File: config.mk
export PLATFORM = sky130hd
export DESIGN_NAME = cfg_bit_streamer
export DESIGN_NICKNAME = d
export VERILOG_FILES = /design/src/rtl/cfg_bit_streamer.sv
export SDC_FILE = /design/constraint.sdc
export NUM_CORES = 1
export LEC_CHECK = 0
export ABC_AREA = 1
export BUFFER_PORTS_ARGS = -buffer_cell sky130_fd_sc_hd__buf_2
export CAP_MARGIN = 20
export CORE_ASPECT_RATIO = 1.1
export CORE_MARGIN = 2
export CORE_UTILIZATION = 35
export CTS_BUF_LIST = sky130_fd_sc_hd__clkbuf_8
export DETAILED_ROUTE_END_ITERATION = 8
export MAX_ROUTING_LAYER = met4
export SLEW_MARGIN = 40
export SYNTH_ARGS = -nofsm -noshare
export SYNTH_HDL_FRONTEND = slang
export SYNTH_SLANG_ARGS = --single-unit
File: constraint.sdc
create_clock -name clk -period 2.21 [get_ports clk]
set_clock_uncertainty 0.15 [all_clocks]
set_input_delay 0.5525 -clock clk [delete_from_list [all_inputs] [get_ports clk]]
set_output_delay 0.5525 -clock clk [all_outputs]
set_load 0.02 [all_outputs]
File: src/rtl/cfg_bit_streamer.sv
module cfg_bit_streamer #(
  parameter int IMG_BITS   = 96,
  parameter int POR_CYCLES = 20,
  parameter int CF_CYCLES  = 5
) (
  input  logic clk,
  input  logic por_n,
  input  logic oe_rst_ext_n,
  output logic oe_rst_drv_lo,
  input  logic ce_n,
  input  logic cfg_req,
  output logic dout,
  output logic dout_oe,
  output logic ceo_n,
  output logic cf_drv_lo
);
  localparam int NBYTES = (IMG_BITS + 7) / 8;
  localparam int AW     = (IMG_BITS > 16) ? $clog2(IMG_BITS) : 4;
  localparam int PW     = $clog2(POR_CYCLES + 1);
  localparam int CW     = $clog2(CF_CYCLES + 1);
  localparam logic [AW-1:0] LAST = AW'(IMG_BITS - 1);

  logic [7:0]    rom [NBYTES];
  logic [AW-1:0] addr;
  logic          done;
  logic [PW-1:0] por_cnt;
  logic [CW-1:0] cf_cnt;
  logic          rst_eff;

  for (genvar k = 0; k < NBYTES; k++) begin : g_rom
    assign rom[k] = 8'((k * 37 + 90) % 256);
  end

  assign oe_rst_drv_lo = (por_cnt != PW'(POR_CYCLES));
  assign rst_eff       = !oe_rst_ext_n || oe_rst_drv_lo;

  always_ff @(posedge clk or negedge por_n) begin
    if (!por_n) por_cnt <= '0;
    else if (oe_rst_drv_lo) por_cnt <= por_cnt + 1'b1;
  end

  always_ff @(posedge clk or negedge por_n) begin
    if (!por_n) begin
      addr <= '0;
      done <= 1'b0;
    end else if (rst_eff) begin
      addr <= '0;
      done <= 1'b0;
    end else if (!ce_n && !done) begin
      if (addr == LAST) done <= 1'b1;
      else addr <= addr + 1'b1;
    end
  end

  always_ff @(posedge clk or negedge por_n) begin
    if (!por_n) cf_cnt <= '0;
    else if (cf_cnt != '0) cf_cnt <= cf_cnt - 1'b1;
    else if (cfg_req) cf_cnt <= CW'(CF_CYCLES);
  end

  assign cf_drv_lo = (cf_cnt != '0);
  assign ceo_n     = !done;
  assign dout_oe   = !ce_n && !rst_eff && !done;
  assign dout      = dout_oe && rom[addr[AW-1:3]][~addr[2:0]];
endmodule


Word level (Yosys, flattened, before mapping)
Memories as Yosys holds them, arrays and structs flattened.
Index checks and enable logic that the tools add are counted.
Operators by class
  reduce and logical (&&, ||, !) cells: 15
  muxes and demuxes: 12
  equal/unequal tests: 3
  add/sub/neg operators: 3
  bitwise operators: 2
  $lt $le $gt $ge: 2
Operators by type and width (count)
  2-to-1 mux 7 bit: 3
  2-to-1 mux 8 bit: 2
  adder 7 x 1 -> 7 bit, second input constant: 1
  == test 7 bit, second input constant: 1
  2-to-1 mux 3 bit: 2
  nonzero test 2 bit: 3
  adder 5 x 1 -> 5 bit, second input constant: 1
  >= comparator 5 bit, second input constant: 1
  != test 5 bit, second input constant: 1
  inverter 4 -> 5 bit: 1
  logical AND 1 bit: 4
  logical NOT 1 bit: 4
  < comparator 3 x 4 -> 1 bit, second input constant: 1
  2-to-1 mux 1 bit: 4
  AND reduction 2 bit: 2
  binary-select mux 1 bit (select 3 bit): 1
  inverter 3 bit: 1
  nonzero test 3 bit: 1
  subtractor 3 x 1 -> 3 bit, second input constant: 1
  != test 2 bit, second input constant: 1
  logical OR 1 bit: 1
Storage, ports and cells
  output and inout bits: 5
  memories kept: 1
  flip-flop bits (word level): 16
  word-level logic and storage cells: 42
  ROM bits: 128
  input bits: 5
Memories
  (no name shown): depth 16, bits a word 8, rd ports 1, clocked after memory_dff 0, wr ports 0, line 64  | assign dout = dout_oe && rom[addr[AW-1:3]][~addr[2:0]];

Depth between registers and ports, before layout
Gate-level depths: netlist of run 1.
  depth after elaboration: 7
  gate-level depth with buffers: 12
  gate-level depth less buffers: 12

Least setup slack after synthesis of run 1
OpenSTA, ideal clock, no wires.
  path kind: register -> output
  from: register addr[3]
  to: output dout
  data required time: 1.507 ns
  cell stages (with the launch flop): 12
  arrival time: 1.572 ns
  setup slack: -0.064 ns
  path buffers: 0
  path through: dfrtp_1 > inv_2 > ha_1 > nand2_1 > nand3_1 > nand2_1 > nand2_1 > nand2_1 > nand2_1 > nand2_1 > nand2_1 > nor2_1
On the way
  longest elaborated chain between the ends: 7
RTL lines
  from (decl): line 24  | logic [AW-1:0] addr;
  from (signal assigned): line 51  | else addr <= addr + 1'b1;
  inverter 4 -> 5 bit (not written as such): line 64
  memory (16 x 8 bit)
  2-to-1 mux 8 bit (not written as such) (2 in a row): line 64
  binary-select mux 1 bit (select 3 bit): line 64
  2-to-1 mux 1 bit (not written as such): line 64
  logical AND 1 bit: line 64
  to (decl): line 12  | output logic dout,
Every way passes these cells. The select of a mux whose other input is x is not followed.

Worst setup path after layout of run 1
  from: register addr[4]
  to: output dout
The elaborated chain is that of the path after synthesis.

==> out/qor_table.md, run 1 <==
| Quantity | This run |
|---|---|
| Via count of the first global-routing pass | 886 |
| Die outline area | 3430 um2 |
| IR Drop Worst-Case VDD | 0.397 mV |
| Post-cts hold buffer count | 0 |
| Critical path cell sequence | inv_2, ha_4, inv_2, nand2_2, buf_4, nand3_1, nand2_1, nand3_1, nand2_1, nor2_1, nor2_2, buf_6 |
| Critical Path RT | 1510 ps |
| Distinct cell type count of the synthesized netlist | 22 |
| Number of antenna violations at the first check in global routing | 0 |
| Count of buffers inserted at the top-level ports | 9 |
| TritonCTS clock tree | built |
| Final estimated routing congestion in global placement | 0.857 |
| Count of filler cells inserted in the layout | 288 |
| Class of the tightest hold or removal check | input pin to asynchronous set/reset pin |
| Sequential cell area | 400 um2 |
| Tightest hold margin | 56.5 ps |
| Overall routed net length | 2090 um |
| Via total after detailed routing | 887 |
| Initial DRT Pass Iterations | 4 |
| Number of buffers on the longest clock path | 2 |
| Slew at the pin with the worst max-slew slack | 358 ps |
| Global-route usage over all layers | 14.6% |
| Setup violation total in the final timing report | 1 |
| Ratio of final minimum period to clock period | 110% |
| Relative max-transition margin | 76.1% |
| Result of the run | finished with violations |
| Number of vias per cell | 4.87 |
| Sequential fraction of the synthesis area | 38.4% |
| Critical Path Source Type | flop |
| Clk_lat worst skew | 250 ps |
| Placeable core region | 2800 um2 |
| Antenna Nets Post-Route | 0 |
| Critical path's slowest cell | dfrtp_1 |
| Grt ovf | 0 |
| Post-DP HPWL | 1610 um |
| Endpoint type of the worst setup path | primary output |
| Number of placed instances with taps included | 175 |
| Total Nets Final | 163 |
| Final routed DRC violation total | 0 |
| Avg Inst Size Synth | 8.02 um2 |
| Count of non-filler cells in the finished layout | 182 |
| Io pins | 10 |
| Cells after Synth | 130 |
| F_max | 413 MHz |
| CTS Buf Count | 3 |
| Pleak | 0.613 nW |
| Arrival time of data at the critical path endpoint | 1720 ps |
| Unrepaired setup endpoints after global routing | yes |
| Number of H-tree branching levels | 1 |
| Violated checks | negative setup slack |
| Clock sink count | 16 |
| Flip-flop and latch count after synthesis | 16 |
| Die boundary height | 61.2 um |
| Power density relative to cell area | 596 nW/um2 |
| Net Count, Synth | 143 |
| Footprint of the multi-input gates | 617 um2 |
| Slew Limit Fails | 0 |
| Violation count after the first detailed-route iteration | 21 |
| Clock transition at the register clock pins on the worst setup and hold paths after CTS | 60 ps |
| Crit path setup slack, layout | -210 ps |
| Routed wirelength normalized by instance count | 11.5 um |
| Worst path max stage delay | 400 ps |
| Min Clock Period, post-route | 2420 ps |
| Share of cells above drive strength 1 | 29.5% |
| WS Path Type | flop to primary output |
| Pin count of the biggest net entering global routing | 17 |
| Total number of placement rows | 20 |
| Pwr Total | 0.763 mW |
| CTS root buf | clkbuf_8 |
| Syn Std Cell Area | 1040 um2 |
| Max Fanout on Critical Path | 3 |
| Number of cells on the worst reg-to-reg path | 8 |
| Layout area overhead | 22.8% |
| Number of max-cap violations | 0 |
| Ant diodes | 0 |
| Initial cell density of the core | 37.2% |
| Die Wd | 56.0 um |
| Wire length of the first global-routing pass | 3770 um |
| Count of yosys warnings during synthesis | 0 |
| Final hold violation count | 0 |
-- critical path, delay by kind of cell (launching register included) --
kind | cells | cell delay [ps]
fa+ha+maj | 1 | 220
buf+inv | 4 | 410
simple gates | 7 | 430
flops | 1 | 400
-- report_power, final --
part / switching [mW] / total [mW] / internal, mW
logic: 0.0933 / 0.152 / 0.0585
clock network: 0.0975 / 0.255 / 0.158
registers: 0.0288 / 0.356 / 0.327
-- worst paths after layout --
check	from	end	slack, ps
setup / recovery	addr[4]	dout	-210
hold / removal	por_n	addr[1]	60
setup reg to reg	por_cnt[1]	addr[2]	570
hold reg to reg	cf_cnt[1]	cf_cnt[1]	330
max in group asynchronous	por_n	addr[3]	1590
min in group clk	cf_cnt[1]	cf_cnt[1]	330
-- layout make-up --
cell class              instances  area share, %
inverters                      15           4.40
well taps                      33           3.23
multi-input cells              98           48.2
repair buffers                 16           8.60
flip-flops and latches         16           31.3
clock buffers                   4           4.30
-- cells by family (layout without fill, tap and decap cells) --
kind of cell    Yosys count  count (layout)  share of synthesized area (%)
flops                    16              16                           38.4
xor+xnor                  7               7                           5.88
fa+ha+maj                 8               8                           9.60
compound gates           19              19                           9.36
simple gates             64              64                           30.9
buf+inv                  16              35                           5.88
-- sequential cells by signal (all words and copies together), names as in the netlist --
register / flops
addr: 7
por_cnt: 5
done: 1
cf_cnt: 3
-- metal layers --
| metal | GRT usage (%) | vias up | part of all wire, % |
|---|---|---|---|
| met1 | 16.2 | 410 | 45 |
| met4 | 7.14 | 0 | 1.6 |
| li1 | - | 462 | - |
| met5 | - | - | 0 |
| met2 | 25.5 | 10 | 50 |
| met3 | 2.94 | 5 | 3.2 |
-- repair_timing --
item                       CTS  global route
resized for setup            3             9
buffers inserted             0             3
setup endpoints to repair    1             2
pin swaps                    0             3
-- cells in the mapped netlist --
master	instances	share of area, %
xor2_1	6	5.0
nor2_4	2	2.2
xnor2_1	1	0.84
nand2_4	2	2.2
o21bai_1	1	0.72
inv_2	6	2.2
ha_1	8	9.6
a21oi_1	10	4.8
nand4_2	1	1.2
nor2_2	1	0.60
dfrtp_1	16	38
nand2_2	3	1.8
o21ai_1	4	1.9
nor2_1	11	4.0
nand3_1	16	7.7
o21ai_0	4	1.9
nand2_1	24	8.6
nor3_2	1	0.96
buf_2	1	0.48
nor3_1	1	0.48
inv_1	9	3.2
nand4_1	2	1.2
-- layout by cell type, fill, tap and decap left out, types with 2 or more instances in the layout --
| cell | Yosys | routed |
|---|---|---|
| nand2_4 | 2 | 2 |
| buf_6 | 0 | 2 |
| nor2_2 | 1 | 2 |
| xor2_1 | 6 | 6 |
| o21ai_1 | 4 | 4 |
| nand2_2 | 3 | 6 |
| buf_4 | 0 | 7 |
| nand3_1 | 16 | 15 |
| nor2_4 | 2 | 2 |
| ha_1 | 8 | 6 |
| nor2_1 | 11 | 10 |
| nand4_1 | 2 | 2 |
| nand2_1 | 24 | 21 |
| inv_2 | 6 | 7 |
| o21ai_0 | 4 | 4 |
| dfrtp_1 | 16 | 16 |
| a21oi_1 | 10 | 10 |
| buf_2 | 1 | 7 |
| inv_1 | 9 | 8 |
| clkbuf_8 | 0 | 4 |
-- through the flow --
step                      setup TNS (ps)  util, %  area (um2)  setup slack (ps)
after CTS                           -188     43.9        1230              -188
after global routing                -371     45.7        1280              -371
after detailed placement               0     41.3        1160              61.6
after global placement                 0     41.3        1160              95.7
after floorplan                        0        -        1040              13.0
final                               -210     45.7        1280              -210
No activity file was read; power rests on OpenSTA's default activity.
==> inputs of run 2 (changes only) <==
CORE_ASPECT_RATIO = not set   (was 1.1)
CORE_UTILIZATION = 60   (was 35)
PLACE_DENSITY = 0.81   (was not set)
TNS_END_PERCENT = 100   (was not set)
==> run 2 against run 1 <==
Effect of this change:
- the flow still finishes with violations (negative setup slack)
- register-to-register slack worse by 20 ps
- via count up 3.4%
- flip-flop and latch count unchanged
- count of clock-buffer cells in the layout unchanged
- die area down 39%
- combinational power increased by 3%
- highest routed layer unchanged
- cell area fell by 3.9%
- first-iteration DRC count stayed put
- critical path type unchanged
- clock power is essentially flat
- largest power group unchanged
- critical path depth rose by 1
- final cell count is 10% lower
==> out/qor_table.md, run 2 (same netlist as run 1, synthesis figures left out) <==
| Quantity | This run | vs previous |
|---|---|---|
| Number of buffers on the longest clock path | 2 | unchanged |
| Global-route usage over all layers | 24.9% | was 14.6% |
| Class of the tightest hold or removal check | input pin to asynchronous set/reset pin | unchanged |
| Final estimated routing congestion in global placement | 0.915 | was 0.857 |
| Count of filler cells inserted in the layout | 127 | was 288 |
| Ant diodes | 0 | unchanged |
| Sequential cell area | 400 um2 | unchanged |
| Final hold violation count | 0 | unchanged |
| Most frequent cells in the layout | nand2_1, dfrtp_1, nand3_1 | unchanged |
| Max Fanout on Critical Path | 4 | was 3 |
| Endpoint type of the worst setup path | primary output | unchanged |
| F_max | 419 MHz | was 413 MHz |
| Reg-to-reg critical path startpoint | addr[0] | was por_cnt[1] |
| Violation count after the first detailed-route iteration | 21 | unchanged |
| Wire length of the first global-routing pass | 3470 um | was 3770 um |
| Number of vias per cell | 5.63 | was 4.87 |
| Routed metal-1 wire length | 899 um | was 950 um |
| WS Path Type | flop to primary output | unchanged |
| Via count of the first global-routing pass | 825 | was 886 |
| Leading cell type in the layout, fill and taps excluded | nand2_1 | unchanged |
| Buf+Inv Stages, Crit Path | 3 | was 4 |
| Io pins | 10 | unchanged |
| Number of H-tree branching levels | 1 | unchanged |
| CTS Buf Count | 3 | unchanged |
| Ratio of final minimum period to clock period | 108% | was 110% |
| Layout area overhead | 18.0% | was 22.8% |
| Min Clock Period, post-route | 2390 ps | was 2420 ps |
| Critical path's slowest cell | dfrtp_1 | unchanged |
| Footprint of the multi-input gates | 608 um2 | was 617 um2 |
| Die Wd | 45.7 um | was 56.0 um |
| Critical Path RT | 1510 ps | about the same |
| Worst path max stage delay | 370 ps | was 400 ps |
| Number of max-cap violations | 0 | unchanged |
| Arrival time of data at the critical path endpoint | 1690 ps | was 1720 ps |
| Slew Limit Fails | 0 | unchanged |
| Routed wirelength normalized by instance count | 13.2 um | was 11.5 um |
| Final design instance area without fill | 1230 um2 | was 1280 um2 |
| Violated checks | negative setup slack | unchanged |
| Fraction of the core area covered by cells at the end of the flow | 73.6% | was 45.7% |
| Post-place instance area | 1140 um2 | was 1160 um2 |
| Antenna Nets Post-Route | 0 | unchanged |
| Die boundary height | 45.7 um | was 61.2 um |
| Overall routed net length | 2150 um | was 2090 um |
| Most flop-heavy register | addr | unchanged |
| DR WL met2 | 1090 um | was 1040 um |
| Largest delay contributor family on the critical path | simple AND/OR/NAND/NOR gates | unchanged |
| Pleak | 0.599 nW | was 0.613 nW |
| Grt ovf | 0 | unchanged |
| Total number of placement rows | 15 | was 20 |
| IR Drop Worst-Case VDD | 0.591 mV | was 0.397 mV |
| Slew at the pin with the worst max-slew slack | 355 ps | was 358 ps |
| Clk_lat worst skew | 250 ps | about the same |
| Power density relative to cell area | 622 nW/um2 | was 596 nW/um2 |
| Placeable core region | 1670 um2 | was 2800 um2 |
| Most numerous cell on the critical path | nand2_1 |  |
| Critical Path Source Type | flop | unchanged |
| Highest metal layer used by the detailed router | met4 | unchanged |
| Die outline area | 2090 um2 | was 3430 um2 |
| Pin count of the biggest net entering global routing | 17 | unchanged |
| Setup violation total in the final timing report | 1 | unchanged |
| Final routed DRC violation total | 0 | unchanged |
| Clock sink count | 16 | unchanged |
| Unrepaired setup endpoints after global routing | yes | unchanged |
| Number of antenna violations at the first check in global routing | 0 | unchanged |
| Number of flip-flops under the largest register name | 7 | unchanged |
| Met3 WL post-DR | 106 um | was 68 um |
| Relative max-transition margin | 76.3% | was 76.1% |
| Initial cell density of the core | 62.4% | was 37.2% |
| Share of cells above drive strength 1 | 27.4% | was 29.5% |
| Via total after detailed routing | 917 | was 887 |
| Total Nets Final | 160 | was 163 |
| TritonCTS clock tree | built | unchanged |
| Critical path cell sequence | inv_2, ha_4, inv_2, nand2_2, nand3_2, nand2_1, nand2_1, nand2_1, nand2_1, nand2_1, nand2_1, nor2_2, buf_6 | was inv_2, ha_4, inv_2, nand2_2, buf_4, nand3_1, nand2_1, nand3_1, nand2_1, nor2_1, nor2_2, buf_6 |
| Clock transition at the register clock pins on the worst setup and hold paths after CTS | 60 ps | about the same |
| Result of the run | finished with violations | unchanged |
| Initial DRT Pass Iterations | 4 | unchanged |
| Tightest hold margin | 56.4 ps | was 56.5 ps |
| Worst setup path startpoint | addr[3] | was addr[4] |
| Post-DP HPWL | 1610 um | about the same |
| Worst slack after detailed placement | 72.0 ps | was 61.6 ps |
| Crit path setup slack, layout | -178 ps | was -210 ps |
| CTS root buf | clkbuf_8 | unchanged |
| Count of buffers inserted at the top-level ports | 9 | unchanged |
| Registers with the highest flip-flop counts | addr x7, por_cnt x5, cf_cnt x3 | unchanged |
[run 2: cell types whose count changed in the layout (fill, tap and decap cells not counted)]
cell / previous run / this run
buf_6: 2 / 3
nand2_1: 21 / 22
nor3_4: 1 / 0
buf_4: 7 / 2
nor3_2: 0 / 1
nand2_2: 6 / 5
buf_2: 7 / 8
[run 2: stage by stage]
stage / setup TNS (ps) / instances / total power, mW
after floorplan: 0 / 130 / 0.465
after global placement: 0 / 159 / 0.502
after detailed placement: 0 / 159 / 0.511
after CTS: -152 / 163 / 0.772
after global routing: -305 / 163 / 0.816
final: -178 / 163 / 0.766
[run 2: path summary, 6_finish.rpt]
check | endpoint | slack (ps) | depth (start not counted)
min in group clk | cf_cnt[1] | 330 | 2
setup / recovery | dout | -180 | 13
max in group asynchronous | cf_cnt[1] | 1590 | 1
hold reg to reg | cf_cnt[1] | 330 | 2
hold / removal | addr[6] | 60 | 1
setup reg to reg | addr[2] | 550 | 8
[run 2: area by class of cell]
type                    count  share of cell area (%)
inverters                  15                    4.58
repair buffers             13                    7.22
well taps                  17                    1.73
flip-flops and latches     16                    32.6
multi-input cells          98                    49.4
clock buffers               4                    4.48
[run 2: metal layers]
metal  track usage [%]  up-vias
met2              41.4       36
met4              14.7        0
met3              4.37        9
li1                  -      456
met1              27.6      416
met5                 -        -
[run 2: power breakdown]
group | total [mW] | switching, mW | leakage, nW | internal [mW]
registers | 0.356 | 0.0296 | 0.205 | 0.327
clock network | 0.253 | 0.0952 | 0.0288 | 0.158
logic | 0.156 | 0.0981 | 0.365 | 0.0579
[run 2: what timing repair did]
| action | CTS | global route |
|---|---|---|
| hold buffers | 0 | 0 |
| resized for setup | 9 | 1 |
| setup endpoints to repair | 1 | 2 |
| buffers inserted | 0 | 0 |
